### config.mk
export PLATFORM = sky130hd
export DESIGN_NAME = modem_line_ctrl
export DESIGN_NICKNAME = d
export VERILOG_FILES = /design/src/rtl/modem_pkg.sv /design/src/rtl/modem_sync.sv /design/src/rtl/modem_ctrl_reg.sv /design/src/rtl/modem_status_track.sv /design/src/rtl/modem_line_ctrl.sv
export SDC_FILE = /design/constraint.sdc
export NUM_CORES = 1
export LEC_CHECK = 0
export BUFFER_PORTS_ARGS = -buffer_cell sky130_fd_sc_hd__buf_2
export CORE_MARGIN = 3
export CORE_UTILIZATION = 23
export CTS_CLUSTER_DIAMETER = 30
export DETAILED_ROUTE_END_ITERATION = 10
export HOLD_SLACK_MARGIN = 0.15
export SLEW_MARGIN = 25
export SYNTH_ARGS = -nofsm -noshare
export SYNTH_HDL_FRONTEND = slang
export SYNTH_HIERARCHICAL = 1
export SYNTH_SLANG_ARGS = --single-unit
### constraint.sdc
create_clock -name clk -period 1.9 [get_ports clk]
set_clock_uncertainty 0.2 [all_clocks]
set_input_delay 0.095 -clock clk [delete_from_list [all_inputs] [get_ports clk]]
set_output_delay 0.095 -clock clk [all_outputs]
set_load 0.05 [all_outputs]
### src/rtl/modem_pkg.sv
package modem_pkg;
    localparam int unsigned LINES     = 4;
    localparam int unsigned CTRL_BITS = 5;

    // Status line positions within the upper nibble (bit index - 4)
    localparam int unsigned LN_CTS = 0;
    localparam int unsigned LN_DSR = 1;
    localparam int unsigned LN_RI  = 2;
    localparam int unsigned LN_DCD = 3;

    // Control register bit positions
    localparam int unsigned CB_DTR  = 0;
    localparam int unsigned CB_RTS  = 1;
    localparam int unsigned CB_GP1  = 2;
    localparam int unsigned CB_GP2  = 3;
    localparam int unsigned CB_LOOP = 4;

    localparam logic [CTRL_BITS-1:0] CTRL_RESET = 5'b01000;

    typedef enum logic [1:0] {
        MODE_PRIME = 2'd0,
        MODE_LIVE  = 2'd1,
        MODE_LOOP  = 2'd2
    } mode_e;
endpackage

### src/rtl/modem_sync.sv
module modem_sync #(
    parameter int unsigned WIDTH  = 4,
    parameter int unsigned STAGES = 2
) (
    input  logic             clk,
    input  logic             rst_n,
    input  logic [WIDTH-1:0] async_i,
    output logic [WIDTH-1:0] sync_o
);
    for (genvar b = 0; b < WIDTH; b++) begin : g_bit
        logic [STAGES-1:0] chain_q;
        always_ff @(posedge clk or negedge rst_n) begin
            if (!rst_n) chain_q <= '0;
            else        chain_q <= {chain_q[STAGES-2:0], async_i[b]};
        end
        assign sync_o[b] = chain_q[STAGES-1];
    end
endmodule

### src/rtl/modem_ctrl_reg.sv
module modem_ctrl_reg
    import modem_pkg::*;
#(
    parameter int unsigned PRIME_CYCLES = 3
) (
    input  logic                 clk,
    input  logic                 rst_n,
    input  logic                 wr_i,
    input  logic [7:0]           wdata_i,
    output logic [CTRL_BITS-1:0] ctrl_o,
    output mode_e                mode_o
);
    localparam int unsigned CNT_W = $clog2(PRIME_CYCLES + 1);

    logic [CTRL_BITS-1:0] ctrl_q, ctrl_n;
    mode_e                mode_q, mode_n;
    logic [CNT_W-1:0]     cnt_q;
    logic                 prime_done;

    assign ctrl_n     = wr_i ? wdata_i[CTRL_BITS-1:0] : ctrl_q;
    assign prime_done = (cnt_q == CNT_W'(PRIME_CYCLES - 1));

    // state register
    always_ff @(posedge clk or negedge rst_n) begin
        if (!rst_n) begin
            mode_q <= MODE_PRIME;
            ctrl_q <= CTRL_RESET;
            cnt_q  <= '0;
        end else begin
            mode_q <= mode_n;
            ctrl_q <= ctrl_n;
            if (mode_q == MODE_PRIME) cnt_q <= cnt_q + 1'b1;
        end
    end

    // next-state process
    always_comb begin
        mode_n = mode_q;
        unique case (mode_q)
            MODE_PRIME: if (prime_done) mode_n = ctrl_n[CB_LOOP] ? MODE_LOOP : MODE_LIVE;
            MODE_LIVE:  if (ctrl_n[CB_LOOP])  mode_n = MODE_LOOP;
            MODE_LOOP:  if (!ctrl_n[CB_LOOP]) mode_n = MODE_LIVE;
            default:    mode_n = MODE_PRIME;
        endcase
    end

    assign ctrl_o = ctrl_q;
    assign mode_o = mode_q;

    a_r5_write_low_bits: assert property (@(posedge clk) disable iff (!rst_n)
        wr_i |=> ctrl_q == $past(wdata_i[CTRL_BITS-1:0]));
    a_r6_loop_state_tracks_bit: assert property (@(posedge clk) disable iff (!rst_n)
        (mode_q != MODE_PRIME) |-> ((mode_q == MODE_LOOP) == ctrl_q[CB_LOOP]));
endmodule

### src/rtl/modem_status_track.sv
module modem_status_track
    import modem_pkg::*;
(
    input  logic             clk,
    input  logic             rst_n,
    input  logic             prime_i,
    input  logic [LINES-1:0] line_i,
    input  logic             ack_i,
    output logic [7:0]       status_o,
    output logic             event_o
);
    logic [LINES-1:0] line_q, delta_q, chg, new_flag;

    assign chg = line_q ^ line_i;

    always_comb begin
        new_flag         = chg;
        new_flag[LN_RI]  = line_q[LN_RI] & ~line_i[LN_RI];
    end

    always_ff @(posedge clk or negedge rst_n) begin
        if (!rst_n) begin
            line_q  <= '0;
            delta_q <= '0;
        end else begin
            line_q <= line_i;
            if (prime_i) delta_q <= '0;
            else         delta_q <= (ack_i ? '0 : delta_q) | new_flag;
        end
    end

    assign status_o = {line_q, delta_q};
    assign event_o  = |delta_q;

    a_r2_flags_sticky: assert property (@(posedge clk) disable iff (!rst_n)
        (!ack_i && !prime_i) |=> ((delta_q & $past(delta_q)) == $past(delta_q)));
    a_r3_ring_trailing: assert property (@(posedge clk) disable iff (!rst_n)
        $rose(delta_q[LN_RI]) |-> ($past(line_q[LN_RI]) && !line_q[LN_RI]));
    a_r4_ack_clears: assert property (@(posedge clk) disable iff (!rst_n)
        (ack_i && (line_i == line_q)) |=> (delta_q == '0));
    a_r9_prime_quiet: assert property (@(posedge clk) disable iff (!rst_n)
        prime_i |=> !event_o);
endmodule

### src/rtl/modem_line_ctrl.sv
module modem_line_ctrl
    import modem_pkg::*;
#(
    parameter int unsigned SYNC_STAGES = 2,
    parameter int unsigned ADDR_W      = 1
) (
    input  logic              clk,
    input  logic              rst_n,
    input  logic              reg_wr,
    input  logic              reg_rd,
    input  logic [ADDR_W-1:0] reg_addr,
    input  logic [7:0]        reg_wdata,
    output logic [7:0]        reg_rdata,
    input  logic              cts_pin,
    input  logic              dsr_pin,
    input  logic              dcd_pin,
    input  logic              ri_pin,
    output logic              rts_pin,
    output logic              dtr_pin,
    output logic              gp1_pin,
    output logic              gp2_pin,
    output logic              mdm_event
);
    localparam logic [ADDR_W-1:0] A_CTRL = ADDR_W'(0);
    localparam logic [ADDR_W-1:0] A_STAT = ADDR_W'(1);
    localparam int unsigned PRIME_CYCLES = SYNC_STAGES + 1;

    logic [LINES-1:0]     ext_raw, ext_sync, loop_src, line_sel;
    logic [CTRL_BITS-1:0] ctrl;
    logic [7:0]           status;
    mode_e                mode;
    logic                 loop_on;

    assign ext_raw = {dcd_pin, ri_pin, dsr_pin, cts_pin};

    modem_sync #(.WIDTH(LINES), .STAGES(SYNC_STAGES)) i_sync (
        .clk(clk), .rst_n(rst_n), .async_i(ext_raw), .sync_o(ext_sync)
    );

    modem_ctrl_reg #(.PRIME_CYCLES(PRIME_CYCLES)) i_ctrl (
        .clk(clk), .rst_n(rst_n),
        .wr_i(reg_wr && reg_addr == A_CTRL),
        .wdata_i(reg_wdata), .ctrl_o(ctrl), .mode_o(mode)
    );

    assign loop_on = ctrl[CB_LOOP];

    always_comb begin
        loop_src         = '0;
        loop_src[LN_DCD] = ctrl[CB_GP2];
        loop_src[LN_RI]  = ctrl[CB_GP1];
        loop_src[LN_DSR] = ctrl[CB_DTR];
        loop_src[LN_CTS] = ctrl[CB_RTS];
    end

    assign line_sel = loop_on ? loop_src : ext_sync;

    modem_status_track i_stat (
        .clk(clk), .rst_n(rst_n),
        .prime_i(mode == MODE_PRIME),
        .line_i(line_sel),
        .ack_i(reg_rd && reg_addr == A_STAT),
        .status_o(status), .event_o(mdm_event)
    );

    // output process
    always_comb begin
        rts_pin = ctrl[CB_RTS] & ~loop_on;
        dtr_pin = ctrl[CB_DTR] & ~loop_on;
        gp1_pin = ctrl[CB_GP1];
        gp2_pin = ctrl[CB_GP2];
        reg_rdata = (reg_addr == A_CTRL) ? {{(8-CTRL_BITS){1'b0}}, ctrl} : status;
    end

    a_r8_loop_pins_quiet: assert property (@(posedge clk) disable iff (!rst_n)
        (mode == MODE_LOOP) |-> (!rts_pin && !dtr_pin));
    a_r10_event_matches_flags: assert property (@(posedge clk) disable iff (!rst_n)
        (reg_rd && reg_addr == A_STAT) |-> (mdm_event == (reg_rdata[3:0] != 4'h0)));
    a_r7_loop_ignores_pins: assert property (@(posedge clk) disable iff (!rst_n)
        (loop_on && $past(loop_on) && $stable(ctrl)) |=> $stable(status[7:4]));
endmodule

==> impl_metrics.env <==
export IMPL_status="completed"
export IMPL_timing_final_crit_share_pct=89.0
export IMPL_dp_slack_ns=0.395
export IMPL_slew_headroom_pct=64.1
export IMPL_highest_layer="met4"
export IMPL_drtIter0Drc=1
export IMPL_port_buffers=26
export IMPL_met1_length_microns=955
export IMPL_vdd_ir_drop_max_mv=0.346
export IMPL_maxCapViolations=0
export IMPL_viasPerCell=3.90
export IMPL_ys_seq_area_share_pct=57.9
export IMPL_syn_area_per_cell_sq_um=14.3
export IMPL_wl_per_cell_microns=11.8
export IMPL_combPwrFrac_pct=39.3
export IMPL_crit_fanout=3
export IMPL_grt_pass1_vias=730
export IMPL_min_path_type="register to register"
export IMPL_die_w_microns=74.6
export IMPL_timing_fmax_ghz=0.591
export IMPL_cts_setup_buffers=0
export IMPL_cts_hold_fix_buffers=16
export IMPL_critical_path_class="register to primary output"
export IMPL_areaGrowthSynthToFinish_pct=32.1
export IMPL_syn_inst=76
export IMPL_grt_use_total_pct=7.79
export IMPL_core_area_sq_mm=0.00444
export IMPL_clk_pin_slew_ns=0.08
export IMPL_pwr_share_clk_pct=17.3
export IMPL_clock_latency_ns=0.26
export IMPL_p_seq_share_pct=43.4
export IMPL_synth_cell_type_count=23
export IMPL_setup_viol=0
export IMPL_final_min_clock_period_ns=1.69
export IMPL_final_antenna_net_count=0
export IMPL_power_density_mw_per_mm2=1210
export IMPL_dr_wl_met2_microns=914
export IMPL_final_hold_violation_count=0
export IMPL_cp_end_kind="primary output"
export IMPL_synth_fp_nets=94
export IMPL_rsz0062_at_grt="no"
export IMPL_antenna_found_initial=0
export IMPL_hpwl_microns=1510
export IMPL_cts_tree="built"
export IMPL_grt_first_pass_wirelength_microns=3260
export IMPL_power_switching_uw=653
export IMPL_placementRows=24
export IMPL_fp_dieH_microns=74.6
export IMPL_worst_pin_slew_ns=0.537
export IMPL_insertedDiodeCount=0
export IMPL_required_ns=1.60
export IMPL_start_util_pct=24.4
export IMPL_cts_buffer_depth=2
export IMPL_arrival_ns=1.40
export IMPL_start_kind="register"
export IMPL_dieArea_sq_mm=0.00557
export IMPL_cts_buffers=3
export IMPL_overflow=0
export IMPL_drc_errors=0
export IMPL_timing_final_ws_setup_ns=0.209
export IMPL_tns_ns=0
export IMPL_synth_area_sq_mm=0.00108
export IMPL_p_int_uw=1080
export IMPL_ios=30
export IMPL_htree_levels=1
export IMPL_p_leak_uw=0.000678
export IMPL_swShare_pct=37.7
export IMPL_cts_sinks=25
export IMPL_finalMaxSlewViolations=0
export IMPL_cts_resized_gates=0
export IMPL_root_buffer="clkbuf_8"
export IMPL_routed_wl_microns=1980
export IMPL_met3WireLength_microns=80
export IMPL_drive_gt1_share_pct=43.1
export IMPL_ys_seq_elements=25
export IMPL_dr_pass1_iters=3
export IMPL_yosys_warnings=6
export IMPL_grt_max_degree=14
export IMPL_vias=655
export IMPL_finalNetCount=135
export IMPL_gp_congestion=0.731
-- per-layer routing --
metal / up-vias / GRT usage [%]
met3: 3 / 1.74
met5: - / 0
met1: 306 / 9.56
met4: 0 / 3.56
met2: 18 / 13.1
li1: 328 / -
-- kinds of logic (layout without fill, tap and decap cells) --
logic type | after synthesis | after routing | synth area share (%)
AO/OA/AOI/OAI | 6 | 6 | 3.00
multiplexers | 14 | 14 | 18.0
AND/OR/NAND/NOR | 19 | 19 | 11.5
flip-flops | 25 | 25 | 57.9
buffers and inverters | 7 | 47 | 5.20
adder cells (fa/ha/maj) | 1 | 1 | 1.15
XOR/XNOR | 4 | 4 | 3.23
-- cells in the mapped netlist --
library cell	number	area (sq um)
dfrtp_1	24	601
mux2_4	10	150
a21oi_1	4	20.0
and2_2	4	30.0
buf_4	4	30.0
mux2_2	4	45.0
nand2b_1	4	25.0
xnor2_1	4	35.0
buf_6	2	22.5
nor2_1	2	7.51
nor2b_1	2	12.5
and2b_2	1	8.76
and3_2	1	7.51
and3b_1	1	8.76
dfstp_2	1	26.3
ha_1	1	12.5
inv_1	1	3.75
nand2_1	1	3.75
o21ai_0	1	5.00
o31ai_1	1	7.51
or2b_1	1	7.51
or3_1	1	6.26
or4_1	1	7.51
-- path summary, 6_finish.rpt --
kind | startpoint | endpoint | slack, ns | cells after the start
hold / removal | i_sync/g_bit[2].chain_q[0]$_DFF_PN0_ | i_sync/g_bit[2].chain_q[1]$_DFF_PN0_ | 0.15 | 0
min in group asynchronous | rst_n | i_ctrl/ctrl_o[3]$_DFFE_PN1P_ | 0.67 | 3
setup reg to reg | i_ctrl/ctrl_o[1]$_DFFE_PN0P_ | i_ctrl/ctrl_o[1]$_DFFE_PN0P_ | 0.33 | 2
hold reg to reg | i_sync/g_bit[2].chain_q[0]$_DFF_PN0_ | i_sync/g_bit[2].chain_q[1]$_DFF_PN0_ | 0.15 | 0
setup / recovery | i_stat/delta_q[1]$_DFF_PN0_ | mdm_event | 0.21 | 2
max in group asynchronous | rst_n | i_stat/delta_q[2]$_DFF_PN0_ | 0.47 | 3
-- flip-flops by register name (all words and copies together) (netlist names) --
signal / cells
i_ctrl/ctrl_o: 5
i_sync/g_bit.chain_q: 8
i_ctrl/cnt_q: 2
i_ctrl/mode_o: 2
i_stat/line_q: 4
i_stat/delta_q: 4
-- worst max-delay path, stage by stage, from the launching register on --
cell	delay (ns)
dfrtp_1	0.39
or4_1	0.52
buf_2	0.23
-- cell type report --
class | instances | area [sq um]
clock buffers | 4 | 45.0
fillers | 447 | 3010
inverters | 1 | 3.75
multi-input cells | 44 | 400
flip-flops and latches | 25 | 627
well taps | 52 | 65.1
repair buffers | 42 | 290
-- metrics by stage --
step,instances,util (%),total power (uW),hold WS (ns),area [sq um]
floorplan,76,-,1280,-0.401,1080
global placement,148,27.6,1390,-0.105,1230
detailed placement,148,27.6,1420,-0.0878,1230
CTS,168,32.2,1750,0.154,1430
global route,168,32.2,1840,0.160,1430
finish,168,32.2,1730,0.153,1430
-- power by group through the flow --
| stage | Combinational, uW | Sequential, uW | Clock (uW) |
|---|---|---|---|
| global placement | 640 | 752 | 0 |
| detailed placement | 661 | 761 | 0 |
| global route | 733 | 767 | 337 |
| CTS | 691 | 751 | 311 |
| floorplan | 528 | 750 | 0 |
| finish | 681 | 751 | 300 |
-- cells in the final DEF, fill, tap and decap left out, drive strengths merged, types with 2 or more instances in the layout --
cell type	netlist	routed
buf	6	26
dfrtp	24	24
dlygate4sd3	0	16
mux2	14	14
and2	4	4
xnor2	4	4
nand2b	4	4
a21oi	4	4
clkbuf	0	4
nor2b	2	2
nor2	2	2
(Power assumes the default switching activity.)
